<file path="src/rtl/xadd_pkg.sv">
package xadd_pkg;

    localparam int DATA_W  = 32;
    localparam int BYTE_W  = 8;
    localparam int WORD_W  = 16;
    localparam int NIB_W   = 4;
    localparam int N_LANES = 3;
    localparam int N_DIGS  = BYTE_W / NIB_W;

    typedef enum logic [1:0] {
        SZ_BYTE  = 2'b00,
        SZ_WORD  = 2'b01,
        SZ_LONG  = 2'b10,
        SZ_LONG2 = 2'b11
    } size_e;

    typedef struct packed {
        logic x;
        logic n;
        logic z;
        logic v;
        logic c;
    } ccr_t;

    typedef struct packed {
        logic [DATA_W-1:0] value;
        ccr_t              flags;
    } result_t;

    typedef struct packed {
        logic [DATA_W-1:0] value;
        logic              carry;
        logic              ovf;
        logic              neg;
        logic              zero;
    } lane_out_t;

    // Correct one raw digit sum (0..19): add 6 when above 9.
    // Bit NIB_W of the return value is the decimal carry.
    function automatic logic [NIB_W:0] dec_fix(input logic [NIB_W:0] raw);
        logic [NIB_W:0] adj;
        if (raw > 5'd9) begin
            adj = raw + 5'd6;
            return {1'b1, adj[NIB_W-1:0]};
        end
        return {1'b0, raw[NIB_W-1:0]};
    endfunction

    function automatic int unsigned lane_index(input size_e sz);
        case (sz)
            SZ_BYTE: return 0;
            SZ_WORD: return 1;
            default: return 2;
        endcase
    endfunction

endpackage

</file>
<file path="src/rtl/xadd_bin.sv">
module xadd_bin
    import xadd_pkg::*;
#(
    parameter int DW = DATA_W
) (
    input  logic [DW-1:0] src,
    input  logic [DW-1:0] dst,
    input  size_e         size,
    input  logic          x_in,
    output lane_out_t     res
);
    logic [N_LANES-1:0] lane_c;
    logic [N_LANES-1:0] lane_v;
    logic [N_LANES-1:0] lane_n;
    logic [N_LANES-1:0] lane_z;
    logic [DW-1:0]      lane_val [N_LANES];

    for (genvar g = 0; g < N_LANES; g++) begin : g_lane
        localparam int W = BYTE_W << g;
        logic [W:0] full;

        assign full      = {1'b0, src[W-1:0]} + {1'b0, dst[W-1:0]} + {{W{1'b0}}, x_in};
        assign lane_c[g] = full[W];
        assign lane_n[g] = full[W-1];
        assign lane_v[g] = (src[W-1] == dst[W-1]) && (full[W-1] != src[W-1]);
        assign lane_z[g] = (full[W-1:0] == '0);

        if (W < DW) begin : g_merge
            assign lane_val[g] = {dst[DW-1:W], full[W-1:0]};
        end else begin : g_full
            assign lane_val[g] = full[DW-1:0];
        end
    end

    int unsigned sel;

    always_comb begin
        sel       = lane_index(size);
        res.value = lane_val[sel];
        res.carry = lane_c[sel];
        res.ovf   = lane_v[sel];
        res.neg   = lane_n[sel];
        res.zero  = lane_z[sel];
    end

endmodule

</file>
<file path="src/rtl/xadd_bcd.sv">
module xadd_bcd
    import xadd_pkg::*;
#(
    parameter int DW = DATA_W
) (
    input  logic [DW-1:0] src,
    input  logic [DW-1:0] dst,
    input  logic          x_in,
    output lane_out_t     res
);
    logic [N_DIGS:0]      chain;
    logic [BYTE_W-1:0]    digits;

    assign chain[0] = x_in;

    for (genvar d = 0; d < N_DIGS; d++) begin : g_dig
        logic [NIB_W:0] raw;
        logic [NIB_W:0] fixed;

        assign raw   = {1'b0, src[d*NIB_W +: NIB_W]} + {1'b0, dst[d*NIB_W +: NIB_W]}
                     + {{NIB_W{1'b0}}, chain[d]};
        assign fixed = dec_fix(raw);
        assign digits[d*NIB_W +: NIB_W] = fixed[NIB_W-1:0];
        assign chain[d+1] = fixed[NIB_W];
    end

    always_comb begin
        res.value = {dst[DW-1:BYTE_W], digits};
        res.carry = chain[N_DIGS];
        // Sign and overflow carry no meaning for decimal sums; report the
        // top bit and a clear overflow so the outputs stay deterministic.
        res.ovf   = 1'b0;
        res.neg   = digits[BYTE_W-1];
        res.zero  = (digits == '0);
    end

endmodule

</file>
<file path="src/rtl/xadd_ccr.sv">
module xadd_ccr
    import xadd_pkg::*;
(
    input  logic      use_dec,
    input  lane_out_t bin_res,
    input  lane_out_t dec_res,
    input  logic      z_in,
    output result_t   nxt
);
    lane_out_t pick;

    always_comb begin
        pick          = use_dec ? dec_res : bin_res;
        nxt.value     = pick.value;
        nxt.flags.c   = pick.carry;
        nxt.flags.x   = pick.carry;
        nxt.flags.v   = pick.ovf;
        nxt.flags.n   = pick.neg;
        nxt.flags.z   = z_in & pick.zero;
    end

endmodule

</file>
<file path="src/rtl/xadd_unit.sv">
module xadd_unit
    import xadd_pkg::*;
(
    input  logic              clk,
    input  logic              rst,
    input  logic              in_valid,
    input  logic [DATA_W-1:0] src_i,
    input  logic [DATA_W-1:0] dst_i,
    input  logic [1:0]        size_i,
    input  logic              bcd_i,
    input  logic              x_i,
    input  logic              z_i,
    output logic              out_valid,
    output logic [DATA_W-1:0] sum_o,
    output logic              x_o,
    output logic              n_o,
    output logic              z_o,
    output logic              v_o,
    output logic              c_o
);
    size_e     size_q;
    lane_out_t bin_res;
    lane_out_t dec_res;
    result_t   nxt;
    result_t   held;
    logic      vld_q;

    assign size_q = size_e'(size_i);

    xadd_bin #(.DW(DATA_W)) u_bin (
        .src  (src_i),
        .dst  (dst_i),
        .size (size_q),
        .x_in (x_i),
        .res  (bin_res)
    );

    xadd_bcd #(.DW(DATA_W)) u_bcd (
        .src  (src_i),
        .dst  (dst_i),
        .x_in (x_i),
        .res  (dec_res)
    );

    xadd_ccr u_ccr (
        .use_dec (bcd_i),
        .bin_res (bin_res),
        .dec_res (dec_res),
        .z_in    (z_i),
        .nxt     (nxt)
    );

    always_ff @(posedge clk) begin
        if (rst) begin
            vld_q <= 1'b0;
            held  <= '0;
        end else begin
            vld_q <= in_valid;
            if (in_valid) begin
                held <= nxt;
            end
        end
    end

    assign out_valid = vld_q;
    assign sum_o     = held.value;
    assign x_o       = held.flags.x;
    assign n_o       = held.flags.n;
    assign z_o       = held.flags.z;
    assign v_o       = held.flags.v;
    assign c_o       = held.flags.c;

endmodule

</file>
<file path="config.mk">
export PLATFORM = sky130hd
export DESIGN_NAME = xadd_unit
export DESIGN_NICKNAME = d
export VERILOG_FILES = /design/src/rtl/xadd_pkg.sv /design/src/rtl/xadd_bin.sv /design/src/rtl/xadd_bcd.sv /design/src/rtl/xadd_ccr.sv /design/src/rtl/xadd_unit.sv
export SDC_FILE = /design/constraint.sdc
export NUM_CORES = 1
export LEC_CHECK = 0
export BUFFER_PORTS_ARGS = -buffer_cell sky130_fd_sc_hd__buf_2
export CAP_MARGIN = 10
export CORE_MARGIN = 10
export CORE_UTILIZATION = 54
export DETAILED_ROUTE_END_ITERATION = 12
export HOLD_SLACK_MARGIN = 0.05
export PLACE_DENSITY_LB_ADDON = 0.1
export SYNTH_ARGS = -nofsm -noshare
export SYNTH_HDL_FRONTEND = slang
export SYNTH_SLANG_ARGS = --single-unit
</file>
<file path="constraint.sdc">
create_clock -name clk -period 5.1 [get_ports clk]
set_clock_uncertainty 0.15 [all_clocks]
set_input_delay 0.255 -clock clk [delete_from_list [all_inputs] [get_ports clk]]
set_output_delay 0.255 -clock clk [all_outputs]
set_load 0.01 [all_outputs]
</file>
## After elaboration in Yosys (flattened, before gate mapping)

Index checks and enable logic that the tools add are counted.

| word-level totals | value |
|---|---|
| register bits | 37 |
| latch bits | 0 |
| RAM bits | 0 |
| ROM bits | 0 |
| input bits | 72 |
| output and inout bits | 38 |
| word-level logic and storage cells | 58 |
| memories kept | 0 |

| operators by class | value |
|---|---|
| add/sub/neg operators | 12 |
| multipliers | 0 |
| div/mod/pow operators | 0 |
| magnitude comparators | 4 |
| equal/unequal tests | 7 |
| shift-type cells | 0 |
| mux-type cells | 19 |
| bitwise operators | 2 |
| reduce and logical (&&, ||, !) cells | 8 |

Operators by type and width:

| operator | count |
|---|---|
| $bmux 32 s2 | 1 |
| $mux 32 | 2 |
| $mux 36 | 1 |
| $add 32x32->33 | 1 |
| $add 33x1->33 | 1 |
| $ge 33x3->1 const B | 1 |
| $not 2->33 | 1 |
| $logic_not 32->1 | 1 |
| $mux 5 | 4 |
| $add 16x16->17 | 1 |
| $add 17x1->17 | 1 |
| $logic_not 16->1 | 1 |
| $logic_not 8->1 | 2 |
| $add 4x4->5 | 2 |
| $add 5x1->5 | 2 |
| $gt 5x4->1 const B | 2 |
| $add 8x8->9 | 1 |
| $add 9x1->9 | 1 |
| $add 4x3->4 const B | 2 |
| $bmux 1 s2 | 4 |
| $mux 1 | 6 |
| $pmux 2 s2 | 1 |
| $eq 1x1->1 | 3 |
| $logic_and 1x1->1 | 3 |
| other kinds (5) | 7 |

## Depth between registers and ports, before layout

Gate-level depths: netlist (run 1).

| logic depth | value |
|---|---|
| depth after elaboration | 12 |
| gate-level depth with buffers | 19 |
| mapped depth without buffers | 19 |

## Modules after synthesis

A second synthesis (run 1) with hierarchy kept.

| second synthesis, totals | value |
|---|---|
| cells, all modules | 608 |
| area total of the unflattened synthesis | 5,196.2 um^2 |

By module, submodules not included:

| module | times used | cells each | area each (um^2) | seq. area each (um^2) |
|---|---|---|---|---|
| xadd_bin | 1 | 337 | 2,354.8 | 0.0 |
| xadd_unit | 1 | 121 | 1,342.5 | 760.7 |
| xadd_bcd | 1 | 108 | 897.1 | 0.0 |
| xadd_ccr | 1 | 42 | 601.8 | 0.0 |

## Worst setup path before layout (run 1)

No wires, ideal clock.

| path | value |
|---|---|
| kind | input -> register |
| start | input port src_i[0] |
| end | register held (netlist bit z_o) |
| setup time | 0.069 ns |
| arrival time | 3.895 ns |
| data required time | 4.881 ns |
| slack | 0.987 ns |
| stages on the path | 19 |
| buffers on the path | 0 |
| path through | inv_1 fa_1 nor2b_4 o21ai_0 a21oi_1 a21oi_1 fa_1 inv_1 fa_1 inv_1 ha_1 a22oi_1 a31oi_4 mux2i_1 nor3_1 o2111ai_1 a221oi_2 o21ai_0 o21ai_1 |

| on the way | value |
|---|---|
| longest elaborated chain between the ends | 12 |
| elaborated cells on any way between the ends | 27 |
| classes of those cells | add/sub (11); order compare (2); mux (9); bitwise (1); reduce/logical (4) |

RTL lines:

| item | RTL line | RTL |
|---|---|---|
| from (decl) | xadd_unit.sv:7 | `input logic [DATA_W-1:0] src_i,` |
| $add 4x4->5 | xadd_bcd.sv:20 | `assign raw = {1'b0, src[d*NIB_W +: NIB_W]} + {1'b0, dst[d*NIB_W +: NIB_W]}` |
| $add 5x1->5 | xadd_bcd.sv:21 | `+ {{NIB_W{1'b0}}, chain[d]};` |
| $gt 5x4->1 | xadd_pkg.sv:42 | `if (raw > 5'd9) begin` |
| $mux 1 | xadd_pkg.sv:42 |  |
| $mux 5 | xadd_pkg.sv:46 | `return {1'b0, raw[NIB_W-1:0]};` |
| $add 5x1->5 | xadd_bcd.sv:21 |  |
| $add 4x3->4 or $gt 5x4->1 (tied branches) | xadd_pkg.sv:43, xadd_pkg.sv:42 |  |
| $mux 5 or $mux 1 (tied branches) | xadd_pkg.sv:42 |  |
| $mux 5 | xadd_pkg.sv:46 |  |
| $logic_not 8->1 | xadd_bcd.sv:34 | `res.zero = (digits == '0);` |
| $mux 36 * | xadd_ccr.sv:13 | `pick = use_dec ? dec_res : bin_res;` |
| $and 1x1->1 * | xadd_ccr.sv:19 | `nxt.flags.z = z_in & pick.zero;` |
| to (signal assigned) | xadd_unit.sv:60 | `held <= nxt;` |
| to (decl) | xadd_unit.sv:25 | `result_t held;` |

Every way passes the cells marked *; elsewhere a longest branch is shown, timed or not. The select of a mux whose other input is x is not followed.
A chain may end at the register's enable or synchronous reset.

## Worst setup path after layout (run 1)

Ends and elaborated chain as after synthesis.

==> summary.txt, run 1 <==
Status
  – Outcome: finished, final reports clean

Critical path
  – Reg2reg path depth: 5
  – CP startpoint kind: input port
  – CP Max Fanout: 6
  – Endpoint class of the critical path: register
  – R2R Path Start: z_o
  – Critical path type: input port to register
  – Req. time, crit path: 5170 ps
  – CP arrival: 4420 ps
  – R2R Path End: z_o
  – Flop-to-flop setup slack: 3760 ps

Yosys
  – Syn nets: 606
  – Synth Instances: 498
  – Post-synthesis sequential area ratio: 19.2%
  – Async SR Flop Fraction: 0%
  – Netlist cell types: 72
  – Most used DFF post-synth: dfxtp_1
  – Number of synthesized flops with an enable pin: 0
  – Syn_area_per_cell: 7.73 sq um
  – Yosys reg bits: 37
  – Syn Std Cell Area: 3850 sq um
  – YS warnings: 0

Timing
  – RSZ-0062 raised after global routing: false
  – Final setup violation count: 0
  – Least-Margin Pin Slew: 845 ps
  – F_max: 229 MHz
  – Post-route setup TNS: 0 ps
  – Final min period: 4360 ps
  – Max transition margin: 43.5%
  – Final worst path period share: 85.4%
  – Max Slew Vio Count: 0
  – Count of final hold-check violations: 0

Drt
  – Drt first pass iters: 5
  – DR vias: 3935
  – Starting DRT DRC Count: 174
  – Drt via density: 5.73
  – WL final: 11000 um
  – DRC violations left: 0
  – WL/cell: 16.0 um
  – Post-route ant nets: 0

Layout
  – Fill count: 643
  – Layout area overhead: 16.9%
  – Share of post-route cells with drive strength above 1: 24.4%
  – Commonest non-fill, non-tap cell in the layout: buf_2
  – # diodes: 0
  – Most frequent cells in the layout: buf_2, nor2_1, nand2_1, dfxtp_1, ha_1
  – Nets: 699
  – FF/Latch Area: 741 sq um
  – Multi-input logic area: 2950 sq um

Placement
  – RD Place Congestion: 0.872
  – Dpl hpwl: 8970 um
  – Port Buffers: 109

Global route
  – First-pass GRT wire length: 18800 um
  – GRT Total Usage: 19.8%
  – Initial antenna violation count: 1
  – Total grt overflow: 0
  – Largest net degree at the start of global routing: 40
  – Number of global-route vias before repair: 4095

Floorplanning
  – Core Box Area: 6870 sq um
  – Die area: 10900 sq um
  – Die Ht: 104 um
  – FP Rows: 30
  – I/O pin total: 110
  – Die Width: 104 um
  – Initial Util: 56.0%

Clocking
  – TritonCTS Buffers: 5
  – CTS tree: built
  – Clk root buf: clkbuf_8
  – Cts hold-fix bufs: 0
  – Postcts setup bufs: 0
  – Worst-Skew Late Latency: 280 ps
  – Clock buffer depth: 2
  – Clk sinks: 37
  – Clk slew on worst S/H paths: 80 ps
  – H-tree Lvls: 2
  – Post-CTS Resized: 0

Hold path
  – Worst Hold End: sum_o[25]
  – Hold Startpoint: dst_i[25]
  – Worst Hold Class: input port to register
  – Hold Crit Depth: 3

Pwr
  – Pwr/cell area: 236 nW/um^2
  – Static Leak: 2.02 nW
  – Power, Total: 1.06 mW
  – VDD IR-drop max: 0.114 mV

Job
  – Max-Cap Viols: 0
==> metal layers <==
metal	vias to the layer above	global-route usage (%)	share of wire, %
li1	2007	-	-
met5	-	0	0
met2	110	35.6	50
met4	0	6.66	1.5
met1	1804	22.6	43
met3	14	3.66	5.7
==> cell families after synthesis <==
kind of cell | after synthesis | share of synthesized area (%)
AOI/OAI and AO/OA | 154 | 31.0
adders and majority gates | 36 | 12.3
and+or+nand+nor | 188 | 22.4
muxes | 13 | 3.44
DFF | 37 | 19.2
xor gates and xnor gates | 33 | 7.51
buffers and inverters | 37 | 4.13
==> per-stage QoR <==
| stage | util (%) | instance area [sq um] | setup WS, ps | cells | hold slack, ps |
|---|---|---|---|---|---|
| finish | 65.5 | 4500 | 742 | 687 | 89.9 |
| global placement | 64.2 | 4410 | 682 | 680 | 317 |
| detailed placement | 64.2 | 4410 | 502 | 680 | 321 |
| floorplan | - | 3850 | 987 | 498 | 264 |
| CTS | 65.5 | 4500 | 766 | 687 | 84.4 |
| global route | 65.5 | 4500 | 320 | 687 | 97.5 |
==> cell usage after synthesis, drive strengths merged (2+ instances only) <==
master   count  area [sq um]
o211ai       9          72.6
a21boi       4          30.0
ha          33           413
nand3       10          50.1
clkbuf      18          67.6
nor2        69           259
nand2b       7          43.8
o22ai        3          18.8
xnor2       24           210
and3         5          37.5
buf          6          42.5
o311ai       2          25.0
nand4        6          37.5
o21ai       27           135
inv         12          45.0
a21o         7          56.3
nor2b       10          70.1
o21bai       3          22.5
fa           3          60.1
a311oi      14           129
a22oi        2          15.0
nand2       59           221
o21a        14           113
nor3         9          45.0
a31oi        7          73.8
or3          4          30.0
xor2         9          78.8
mux2         2          22.5
a21oi       27           150
nor4         2          12.5
or2          3          18.8
a211oi      17           140
a2111oi      2          17.5
dfxtp       37           741
mux2i       11           110
o31ai        4          43.8
==> flip-flops by register name, indices dropped and copies added (netlist names) <==
register / cells
c_o: 1
n_o: 1
v_o: 1
z_o: 1
sum_o: 32
out_valid: 1
==> power breakdown <==
group | switching, mW | internal [mW]
combinational | 0.299 | 0.223
sequential | 0.0114 | 0.314
clock | 0.108 | 0.108
==> final cells by class <==
| cell class | count | area share [%] |
|---|---|---|
| flip-flops and latches | 37 | 16.5 |
| inverters | 13 | 1.08 |
| well taps | 96 | 2.67 |
| multi-input cells | 424 | 65.6 |
| repair buffers | 110 | 12.3 |
| clock buffers | 7 | 1.92 |
==> how the worst max path moves through the flow <==
stage / depth (start not counted) / slack, ps / end / from
floorplan: 19 / 990 / z_o / src_i[0]
global placement: 20 / 680 / z_o / src_i[0]
detailed placement: 20 / 500 / z_o / src_i[0]
CTS: 20 / 770 / z_o / src_i[0]
global route: 20 / 320 / z_o / src_i[0]
finish: 20 / 740 / z_o / src_i[0]
==> worst max-delay path, cell delays in order <==
cell	delay, ps
buf_2	80
inv_1	40
fa_1	470
nor2b_4	190
o21ai_0	120
a21oi_1	350
a21oi_1	170
fa_1	410
inv_1	80
fa_1	480
inv_1	100
ha_1	210
a22oi_1	140
a31oi_4	270
mux2i_1	120
nor3_1	210
o2111ai_1	150
a221oi_2	330
o21ai_0	130
o21ai_1	110
Note: power is estimated with default switching activity, not from simulation.
==> inputs of run 2 (changes only) <==
CORE_ASPECT_RATIO = 1.5   (was unset)
CTS_CLUSTER_SIZE = 25   (was unset)
SETUP_SLACK_MARGIN = 0.05   (was unset)
==> summary.txt, run 2 (same netlist as run 1, synthesis figures left out) <==
Drt
  – Post-route ant nets: 0 (unchanged)
  – Drt first pass iters: 5 (unchanged)
  – WL/cell: 16.8 um (+4.7%)
  – WL final: 11300 um (+2.1%)
  – DRC violations left: 0 (unchanged)
  – DR vias: 3922 (-0.33%)
  – Drt via density: 5.85 (+2.2%)
  – Starting DRT DRC Count: 153 (-12%)

Timing
  – RSZ-0062 raised after global routing: false
  – Final worst path period share: 85.0% (-0.43 points)
  – Least-Margin Pin Slew: 820 ps (-25.3 ps)
  – Final setup violation count: 0 (unchanged)
  – Post-route setup TNS: 0 ps (unchanged)
  – Final min period: 4340 ps (-22.1 ps)
  – Max Slew Vio Count: 0 (unchanged)
  – F_max: 231 MHz (+0.51%)
  – Max transition margin: 45.2% (+1.7 points)
  – Worst setup margin: 765 ps (+22.1 ps)
  – Count of final hold-check violations: 0 (unchanged)

Placement
  – Port Buffers: 109 (unchanged)
  – Placed cell areas: 4390 sq um (-0.51%)
  – Dpl hpwl: 9160 um (+2.1%)
  – Post-Place Worst Slack: 483 ps (-19.3 ps)
  – RD Place Congestion: 0.892 (+2.2%)

Global route
  – GRT Total Usage: 20.6% (+0.85 points)
  – Number of global-route vias before repair: 3944 (-3.7%)
  – Total grt overflow: 0 (unchanged)
  – First-pass GRT wire length: 18400 um (-1.9%)
  – Initial antenna violation count: 0 (-1)
  – Largest net degree at the start of global routing: 73 (+83%)

Hold path
  – Hold Startpoint: dst_i[11]
  – Worst Hold Class: input port to register

Layout
  – Layout area overhead: 17.2%
  – FF/Latch Area: 741 sq um (unchanged)
  – Commonest non-fill, non-tap cell in the layout: buf_2
  – Nets: 699 (unchanged)
  – Final Cell Area: 4510 sq um (+0.25%)
  – # diodes: 0 (unchanged)
  – Most frequent cells in the layout: buf_2, nor2_1, nand2_1, dfxtp_1, ha_1
  – Fill count: 630 (-2.0%)
  – Final Util: 65.4% (-0.11 points)
  – Multi-input logic area: 2950 sq um (unchanged)
  – Number of flip-flops in the largest register: 32 (unchanged)
  – Share of post-route cells with drive strength above 1: 24.7% (+0.30 points)

Floorplanning
  – I/O pin total: 110 (unchanged)
  – Core Box Area: 6900 sq um (+0.42%)
  – Die Width: 88.9 um (-15%)
  – Initial Util: 55.8% (-0.23 points)
  – Die area: 11000 sq um (+0.64%)
  – Die Ht: 123 um (+18%)
  – FP Rows: 37 (+23%)

Critical path
  – Endpoint class of the critical path: register
  – Critical path type: input port to register
  – Worst Path Buf+Inv: 4 (unchanged)
  – Slowest Stage Delay on Critical Path: 480 ps (about the same)
  – Kind of cell adding the most delay to the critical path: compound AO/OA/AOI/OAI gates
  – Slowest cell on the critical path: fa_1
  – R2R Path Start: z_o
  – CP startpoint kind: input port
  – Req. time, crit path: 5200 ps (+30 ps)
  – CP arrival: 4430 ps (about the same)
  – CP Max Fanout: 6 (unchanged)
  – Crit path from: src_i[0]
  – Critical path, cell by cell: buf_2 > inv_1 > fa_1 > nor2b_4 > o21ai_0 > a21oi_1 > a21oi_1 > fa_1 > inv_1 > fa_1 > inv_1 > ha_1 > a22oi_1 > a31oi_4 > mux2i_1 > nor3_1 > o2111ai_1 > a221oi_2 > o21ai_0 > o21ai_1

Pwr
  – Static Leak: 2.03 nW (+0.65%)
  – VDD IR-drop max: 0.130 mV (+14%)
  – Pwr/cell area: 251 nW/um^2 (+6.1%)

Clocking
  – Post-CTS Resized: 0 (unchanged)
  – H-tree Lvls: 2 (unchanged)
  – TritonCTS Buffers: 5 (unchanged)
  – Clock buffer depth: 2 (unchanged)
  – Clk root buf: clkbuf_8
  – Clk sinks: 37 (unchanged)
  – Worst-Skew Late Latency: 310 ps (+30 ps)
  – CTS tree: built
  – Cts hold-fix bufs: 0 (unchanged)
  – Postcts setup bufs: 0 (unchanged)
  – Clk slew on worst S/H paths: 90 ps (about the same)

Status
  – Outcome: finished, final reports clean

Job
  – Max-Cap Viols: 0 (unchanged)
run 2: cell count changes in the layout (fill, tap and decap cells not counted):
cell / change
bufinv_16: +1
clkbuf_1: -1
clkinvlp_4: +1
run 2: layer usage:
layer  vias to the layer above  global-route usage [%]  routed length [um]
li1                       2003                       -                   -
met1                      1804                    21.3                4120
met2                       102                    40.1                6310
met3                        13                    3.42                 631
met4                         0                    6.79                 194
met5                         -                       0                   0
run 2: worst reg2reg max path, stage by stage (launching register included):
cell and delay, ps:
dfxtp_1 350, nor2b_1 180, nor2_1 70, a221oi_2 290, o21ai_0 130, o21ai_1 100
run 2: per-stage QoR:
step | cells | hold WS, ps | total power [mW]
floorplan | 498 | 264 | 0.719
detailed placement | 662 | 318 | 0.853
finish | 670 | 56.7 | 1.13
global placement | 662 | 318 | 0.844
global route | 670 | 83.7 | 1.21
CTS | 670 | 56.6 | 1.13
run 2: final timing paths:
check | to | slack, ps | cells after the start
max | z_o | 760 | 20
min | sum_o[11] | 60 | 3
max reg2reg | z_o | 3760 | 5
min reg2reg | sum_o[0] | 330 | 2
run 2: cell type report:
cell class / count / share of cell area (%)
Multi-Input combinational cell: 424 / 65.4
Sequential cell: 37 / 16.4
Timing Repair Buffer: 110 / 12.3
Tap cell: 78 / 2.16
Clock buffer: 6 / 1.83
Inverter: 13 / 1.08
Clock inverter: 2 / 0.832
run 2: where the power goes:
group	total [mW]	switching (mW)	leakage, nW	internal [mW]
sequential	0.326	0.0121	0.307	0.314
clock	0.283	0.124	0.0574	0.159
combinational	0.522	0.299	1.67	0.223
total	1.13	0.435	2.03	0.696
